## config.mk

```make
export PLATFORM = sky130hd
export DESIGN_NAME = decim_seq
export DESIGN_NICKNAME = d
export VERILOG_FILES = /design/src/rtl/decim_seq.sv
export SDC_FILE = /design/constraint.sdc
export NUM_CORES = 1
export LEC_CHECK = 0
export BUFFER_PORTS_ARGS = -buffer_cell sky130_fd_sc_hd__buf_2
export CORE_ASPECT_RATIO = 0.75
export CORE_MARGIN = 5
export CORE_UTILIZATION = 45
export DETAILED_ROUTE_END_ITERATION = 8
export GPL_ROUTABILITY_DRIVEN = 1
export GPL_TIMING_DRIVEN = 0
export PLACE_DENSITY_LB_ADDON = 0.08
export SLEW_MARGIN = 25
export SYNTH_ARGS = -nofsm -noshare
export SYNTH_HDL_FRONTEND = slang
export SYNTH_SLANG_ARGS = --single-unit
export TNS_END_PERCENT = 1
```

## constraint.sdc

```tcl
create_clock -name clk -period 4.21 [get_ports clk]
set_clock_uncertainty 0.2 [all_clocks]
set_input_delay 1.263 -clock clk [delete_from_list [all_inputs] [get_ports clk]]
set_output_delay 1.263 -clock clk [all_outputs]
set_load 0.05 [all_outputs]
```

## src/rtl/decim_seq.sv

```systemverilog
module decim_seq #(
  parameter int OVH_HS    = 10,
  parameter int OVH_LS    = 15,
  parameter int BUF_EXTRA = 8,
  parameter int SETTLE    = 68,
  parameter int PARTIAL   = 69,
  parameter int BASE_LOG  = 6
) (
  input  logic       clk,
  input  logic       rst_n,
  input  logic       speed_lo,
  input  logic [2:0] osr_sel,
  input  logic       sync_req,
  input  logic       buf_en,
  input  logic       in_step,
  output logic       filt_restart,
  output logic       conv_strobe,
  output logic       data_ready,
  output logic       settled
);
  localparam int DIV_W  = BASE_LOG + 7;
  localparam int OVH_MX = ((OVH_HS > OVH_LS) ? OVH_HS : OVH_LS) + BUF_EXTRA;
  localparam int OVH_W  = $clog2(OVH_MX + 1);
  localparam int CNT_W  = $clog2(SETTLE + 1);
  localparam int PART_W = $clog2(PARTIAL + 1);

  logic [2:0]       osr_q;
  logic             spd_q, in_ovh, rel_q;
  logic [OVH_W-1:0] ovh_q, ovh_load;
  logic [DIV_W-1:0] div_q, per_m1;
  logic [DIV_W:0]   per;
  logic [CNT_W-1:0] nconv_q;
  logic [PART_W-1:0] part_q;
  logic             restart;

  assign per      = (DIV_W+1)'(1) << (BASE_LOG + int'(osr_q));
  assign per_m1   = DIV_W'(per - 1'b1);
  assign restart  = sync_req | (osr_sel != osr_q) | (speed_lo != spd_q);
  assign ovh_load = OVH_W'((speed_lo ? OVH_LS : OVH_HS) + (buf_en ? BUF_EXTRA : 0));

  assign conv_strobe = !in_ovh && (div_q == per_m1);
  assign data_ready  = conv_strobe && (nconv_q == CNT_W'(SETTLE - 1));
  assign settled     = rel_q && (part_q == '0);

  always_ff @(posedge clk) begin
    if (!rst_n) begin
      filt_restart <= 1'b0;
      osr_q   <= '0;
      spd_q   <= 1'b0;
      in_ovh  <= 1'b0;
      ovh_q   <= '0;
      div_q   <= '0;
      nconv_q <= '0;
      rel_q   <= 1'b0;
      part_q  <= '0;
    end else begin
      filt_restart <= restart;
      if (restart) begin
        osr_q   <= osr_sel;
        spd_q   <= speed_lo;
        in_ovh  <= 1'b1;
        ovh_q   <= ovh_load;
        div_q   <= '0;
        nconv_q <= '0;
        rel_q   <= 1'b0;
        part_q  <= '0;
      end else begin
        if (in_ovh) begin
          if (ovh_q == OVH_W'(1)) in_ovh <= 1'b0;
          else ovh_q <= ovh_q - 1'b1;
        end else begin
          div_q <= conv_strobe ? '0 : div_q + 1'b1;
        end
        if (conv_strobe && nconv_q != CNT_W'(SETTLE - 1)) nconv_q <= nconv_q + 1'b1;
        if (data_ready) rel_q <= 1'b1;
        if (in_step) part_q <= PART_W'(PARTIAL);
        else if (conv_strobe && part_q != '0) part_q <= part_q - 1'b1;
      end
    end
  end
endmodule

```

== Word-level counts from Yosys, hierarchy flattened ==
Cells that the tools add are included.

* Mux-type cells: 11
* Reductions and logical operators: 13
* Shift-type cells: 1
* $add $sub $neg: 7
* Equality and inequality tests: 7
* Bitwise logic cells: 3

{| class="wikitable"
|+ Operator list
! cell !! number
|-
| two-way mux 5 bit || 3
|-
| two-way mux 7 bit || 2
|-
| adder 13 x 1 -> 13 bit (second input constant) || 1
|-
| == test 13 bit || 1
|-
| two-way mux 13 bit || 1
|-
| << shifter 1 x 4 -> 13 bit (first input constant) || 1
|-
| subtractor 13 x 1 -> 13 bit (second input constant) || 1
|-
| adder 7 x 1 -> 7 bit (second input constant) || 1
|-
| == test 7 bit (second input constant) || 1
|-
| zero test 7 bit || 1
|-
| != test 7 bit (second input constant) || 1
|-
| nonzero test 7 bit || 1
|-
| subtractor 7 x 1 -> 7 bit (second input constant) || 1
|-
| adder 4 x 4 -> 5 bit || 1
|-
| == test 5 x 1 -> 1 bit (second input constant) || 1
|-
| logical AND 1 bit || 5
|-
| subtractor 5 x 1 -> 5 bit (second input constant) || 1
|-
| adder 3 x 3 -> 4 bit (first input constant) || 1
|-
| two-way mux 4 bit || 1
|-
| nonzero test 2 bit || 2
|-
| two-way mux 1 bit || 3
|-
| two-way mux 3 bit || 1
|-
| != test 3 bit || 1
|-
| OR reduction 3 bit || 1
|-
| 7 further kinds || 8
|}

* Output and inout port bits: 4
* Register bits: 39
* Logic and storage cells: 52
* Input bits: 9

== Longest topological paths before layout ==
* Depth after elaboration: 8
* Mapped depth: 11
* Mapped depth without buffers: 8

== Worst setup path after synthesis ==
No wires, ideal clock.

* Kind: register to output
* Start: register osr_q[1]
* End: output data_ready
* Data required time: 2.747 ns
* Arrival: 3.123 ns
* Buffers on the path: 3
* Path slack: -0.376 ns
* Cell stages (with the launch flop): 11
* Path through: dfxtp_1 inv_1 ha_1 buf_6 nor3b_1 mux2i_1 xor2_1 nand4_2 buf_6 buf_2 nor3_1

* Word-level cells in the longest chain between the ends: 6

{| class="wikitable"
|+ RTL lines
! element !! RTL line !! text
|-
| start: declaration || 27 || <nowiki>logic [2:0] osr_q;</nowiki>
|-
| start signal: assignment || 59 || <nowiki>osr_q <= osr_sel;</nowiki>
|-
| adder 3 x 3 -> 4 bit || 36 || <nowiki>assign per = (DIV_W+1)'(1) << (BASE_LOG + int'(osr_q));</nowiki>
|-
| << shifter 1 x 4 -> 13 bit || 36 ||
|-
| subtractor 13 x 1 -> 13 bit || 37 || <nowiki>assign per_m1 = DIV_W'(per - 1'b1);</nowiki>
|-
| == test 13 bit || 41 || <nowiki>assign conv_strobe = !in_ovh && (div_q == per_m1);</nowiki>
|-
| logical AND 1 bit || 41 ||
|-
| logical AND 1 bit || 42 || <nowiki>assign data_ready = conv_strobe && (nconv_q == CNT_W'(SETTLE - 1));</nowiki>
|-
| end: declaration || 18 || <nowiki>output logic data_ready,</nowiki>
|}

No other way between the ends.

== Final worst setup path ==
* Start: register osr_q[2]
* End: output data_ready

The elaborated chain is that of the path after synthesis.

==> flow_metrics.py <==
metrics = {
    "floorplanning": {
        "initial_utilization": 0.476,
        "io_pins": 13,
        "chipWidth_um": 90.3,
        "floorplan.rows": 21,
        "design.die.area_um2": 6340,
        "floorplan.die.height_um": 70.2,
        "core_region_area_um2": 4570,
    },
    "run": {
        "timing.max_cap.violations": 0,
    },
    "timing": {
        "final.period_utilization": 0.966,
        "finalCriticalPeriod_ns": 4.07,
        "final.setup.worst_slack_ns": 0.143,
        "timing.max_slew.rel_slack": 0.569,
        "worstMarginPinSlew_ns": 0.640,
        "fmax_mhz": 246,
        "slew_viol_final": 0,
        "setup_violations": 0,
        "final.hold.worst_slack_ns": 0.289,
        "final_number_of_hold_violating_endpoints": 0,
    },
    "detailed_routing": {
        "drt_iter0_markers": 101,
        "num_vias": 1815,
        "antenna_left": 0,
        "via_per_inst": 5.42,
        "wire_per_inst_um": 13.6,
        "drt_first_pass_iters": 4,
        "post_route_wl_um": 4560,
        "drc_errors": 0,
    },
    "setup_path": {
        "max_stage_delay_ns": 0.36,
        "endpoint_kind": "primary output",
        "crit_path_start_kind": "flop",
        "critical_path_cell_count": 11,
        "r2r_cells": 11,
        "cp.required_ns": 2.75,
        "worstPathCellList": "inv_1 -> ha_1 -> buf_6 -> nor3b_4 -> mux2i_1 -> xor2_1 -> nand4_2 -> buf_6 -> buf_6 -> nor3_4 -> buf_6",
        "most_frequent_cp_cell": "sky130_fd_sc_hd__buf_6",
        "timing.setup.critical_path_class": "flop to primary output",
        "critical_path.max_fanout": 10,
        "startpoint": "osr_q[2]$_SDFFE_PN0P_",
        "timing.critical_path.max_delay_family": "buffers and inverters",
        "reg2reg_setup_slack_ns": 1.34,
        "critPathBufInv": 5,
        "critical_path_data_arrival_time_ns": 2.60,
        "timing.rr.start": "osr_q[2]$_SDFFE_PN0P_",
        "cpMaxStageDelayCell": "sky130_fd_sc_hd__dfxtp_4",
    },
    "place": {
        "placed_cell_area_um2": 2320,
        "gp_congestion": 0.831,
        "placed_cells_incl_taps": 321,
        "pre_cts_slack_ns": -0.300,
        "io_buffer_count": 12,
        "dp_hpwl_um": 3230,
    },
    "global_routing": {
        "first_global_vias": 1572,
        "grt_remaining_overflow": 0,
        "antenna_found_initial": 0,
        "maximum_number_of_pins_on_one_net_before_global_route_repair": 12,
        "global_route_wire_length_before_repair_um": 7730,
        "grtUsageTotal": 0.148,
    },
    "clock_network": {
        "clockBufferDepth": 2,
        "cts_root_buf": "sky130_fd_sc_hd__clkbuf_8",
        "cts.reportedPaths.clkPinSlew_ns": 0.07,
        "htree_num_levels": 2,
        "cts_inserted_buffers": 5,
        "cts_tree": "yes",
        "post_cts_hold_buffer_count": 0,
        "clock_latency_ns": 0.29,
        "tritoncts_num_sinks": 39,
    },
    "worst_hold_path": {
        "min_path_type": "flop to flop",
        "worstHoldPathCells": 2,
        "timing.hold.worst.start": "part_q[5]$_SDFFE_PP0P_",
    },
    "final_layout": {
        "filler_cell_count": 437,
        "antennaDiodeCount": 0,
        "multi_input_area_um2": 1320,
        "drive_above_1_share": 0.140,
        "most-common-layout-cells": "sky130_fd_sc_hd__dfxtp_1, sky130_fd_sc_hd__a21oi_1, sky130_fd_sc_hd__nand2_1, sky130_fd_sc_hd__xor2_1",
        "final_design_area_no_fill_um2": 2500,
        "leading_cell_type_in_the_layout_fill_and_taps_excluded": "sky130_fd_sc_hd__dfxtp_1",
        "syn2layout_area_growth_pct": 15.1,
        "final_cell_count_no_fill": 335,
        "area_used_by_sequential_logic_in_the_layout_um2": 788,
        "nets": 297,
    },
    "pwr": {
        "static-leakage-power_nw": 0.930,
        "irDropWorstVdd_mv": 0.143,
        "power.density_cell_area_nw_per_um2": 278,
        "fin_total_pwr_uw": 695,
    },
    "synthesis": {
        "synthesis.nets": 272,
        "postSynth.asyncResetShare": 0,
        "postSynthAreaPerCell_um2": 8.63,
        "synth-warning-count": 0,
        "synth.ff_latch_count": 39,
        "synth_top_flop_cell": "sky130_fd_sc_hd__dfxtp_1",
        "yosys.cell_types.count": 44,
        "synth-seq-area-share": 0.359,
        "count_of_flip_flops_with_a_built_in_enable_after_synthesis": 0,
        "synth.cell_area_um2": 2170,
        "syn_inst": 252,
    },
    "status": {
        "outcome": "completed",
    },
}
[worst min-delay path, delay by kind of cell, from the launching register on]
kind	cells	cell delay, ns
flip-flops	1	0.33
AO/OA/AOI/OAI	2	0.11
[cell usage after synthesis, types with 2 or more instances]
cell | n | area [um^2]
sky130_fd_sc_hd__a21boi_0 | 2 | 15.0
sky130_fd_sc_hd__a21oi_1 | 17 | 85.1
sky130_fd_sc_hd__a31oi_1 | 4 | 25.0
sky130_fd_sc_hd__and2_1 | 7 | 43.8
sky130_fd_sc_hd__and3_1 | 3 | 18.8
sky130_fd_sc_hd__and4_1 | 3 | 26.3
sky130_fd_sc_hd__buf_2 | 2 | 10.0
sky130_fd_sc_hd__buf_6 | 2 | 22.5
sky130_fd_sc_hd__clkbuf_1 | 7 | 26.3
sky130_fd_sc_hd__dfxtp_1 | 39 | 781
sky130_fd_sc_hd__ha_1 | 11 | 138
sky130_fd_sc_hd__inv_1 | 11 | 41.3
sky130_fd_sc_hd__mux2i_1 | 2 | 20.0
sky130_fd_sc_hd__nand2_1 | 16 | 60.1
sky130_fd_sc_hd__nand3_1 | 9 | 45.0
sky130_fd_sc_hd__nand4_1 | 6 | 37.5
sky130_fd_sc_hd__nand4b_1 | 3 | 26.3
sky130_fd_sc_hd__nor2_1 | 12 | 45.0
sky130_fd_sc_hd__nor2b_1 | 8 | 50.1
sky130_fd_sc_hd__nor3_1 | 14 | 70.1
sky130_fd_sc_hd__nor3b_1 | 2 | 15.0
sky130_fd_sc_hd__nor4_1 | 6 | 37.5
sky130_fd_sc_hd__o21ai_0 | 5 | 25.0
sky130_fd_sc_hd__o31ai_1 | 9 | 67.6
sky130_fd_sc_hd__or4_1 | 8 | 60.1
sky130_fd_sc_hd__xnor2_1 | 13 | 114
sky130_fd_sc_hd__xor2_1 | 14 | 123
[area by class of cell]
cell class / instances / share of cell area
Multi-Input combinational cell: 190 / 0.529
Sequential cell: 39 / 0.315
Timing Repair Buffer: 18 / 0.0470
Buffer: 12 / 0.0315
Clock buffer: 7 / 0.0305
Tap cell: 57 / 0.0285
Inverter: 11 / 0.0165
Clock inverter: 1 / 0.00200
[worst paths after layout]
kind / end
hold / removal: part_q[5]$_SDFFE_PP0P_
setup / recovery: data_ready
setup reg to reg: part_q[3]$_SDFFE_PP0P_
hold reg to reg: part_q[5]$_SDFFE_PP0P_
[where the power goes]
part           switching [mW]  internal [mW]
clock                   0.128          0.116
combinational          0.0384         0.0305
sequential            0.00703          0.375
total                   0.173          0.522
[logic make-up (layout without fill, tap and decap cells)]
group / Yosys count / in the layout / share of synthesized area
fa+ha+maj: 11 / 11 / 0.0633
mux: 3 / 3 / 0.0144
simple gates: 102 / 102 / 0.268
flops: 39 / 39 / 0.359
xor+xnor: 27 / 27 / 0.109
buf+inv: 23 / 49 / 0.0495
compound gates: 47 / 47 / 0.137
[what timing repair did]
action,4_1_cts,5_1_grt
cloned,0,0
resized for setup,11,7
pin swaps,1,2
buffers inserted,2,4
endpoints found under the setup margin,2,2
[registers in the layout, indices dropped and copies added (netlist names)]
signal	cells
ovh_q	5
rel_q	1
osr_q	3
part_q	7
spd_q	1
in_ovh	1
filt_restart	1
nconv_q	7
div_q	13
[through the flow]
step	utilization	TNS, ns
after floorplan	-	0
after global placement	0.505	-0.361
after detailed placement	0.507	-0.368
after CTS	0.535	0
after global routing	0.547	-0.0237
final	0.547	0
[layer usage]
layer  wire length, um  GRT usage  vias up
met5                 0          0        -
met1              2580      0.233      818
li1                  -          -      964
met3               175     0.0397        4
met4                31     0.0347        0
met2              1770      0.196       29
No activity file was read; power rests on OpenSTA's default activity.
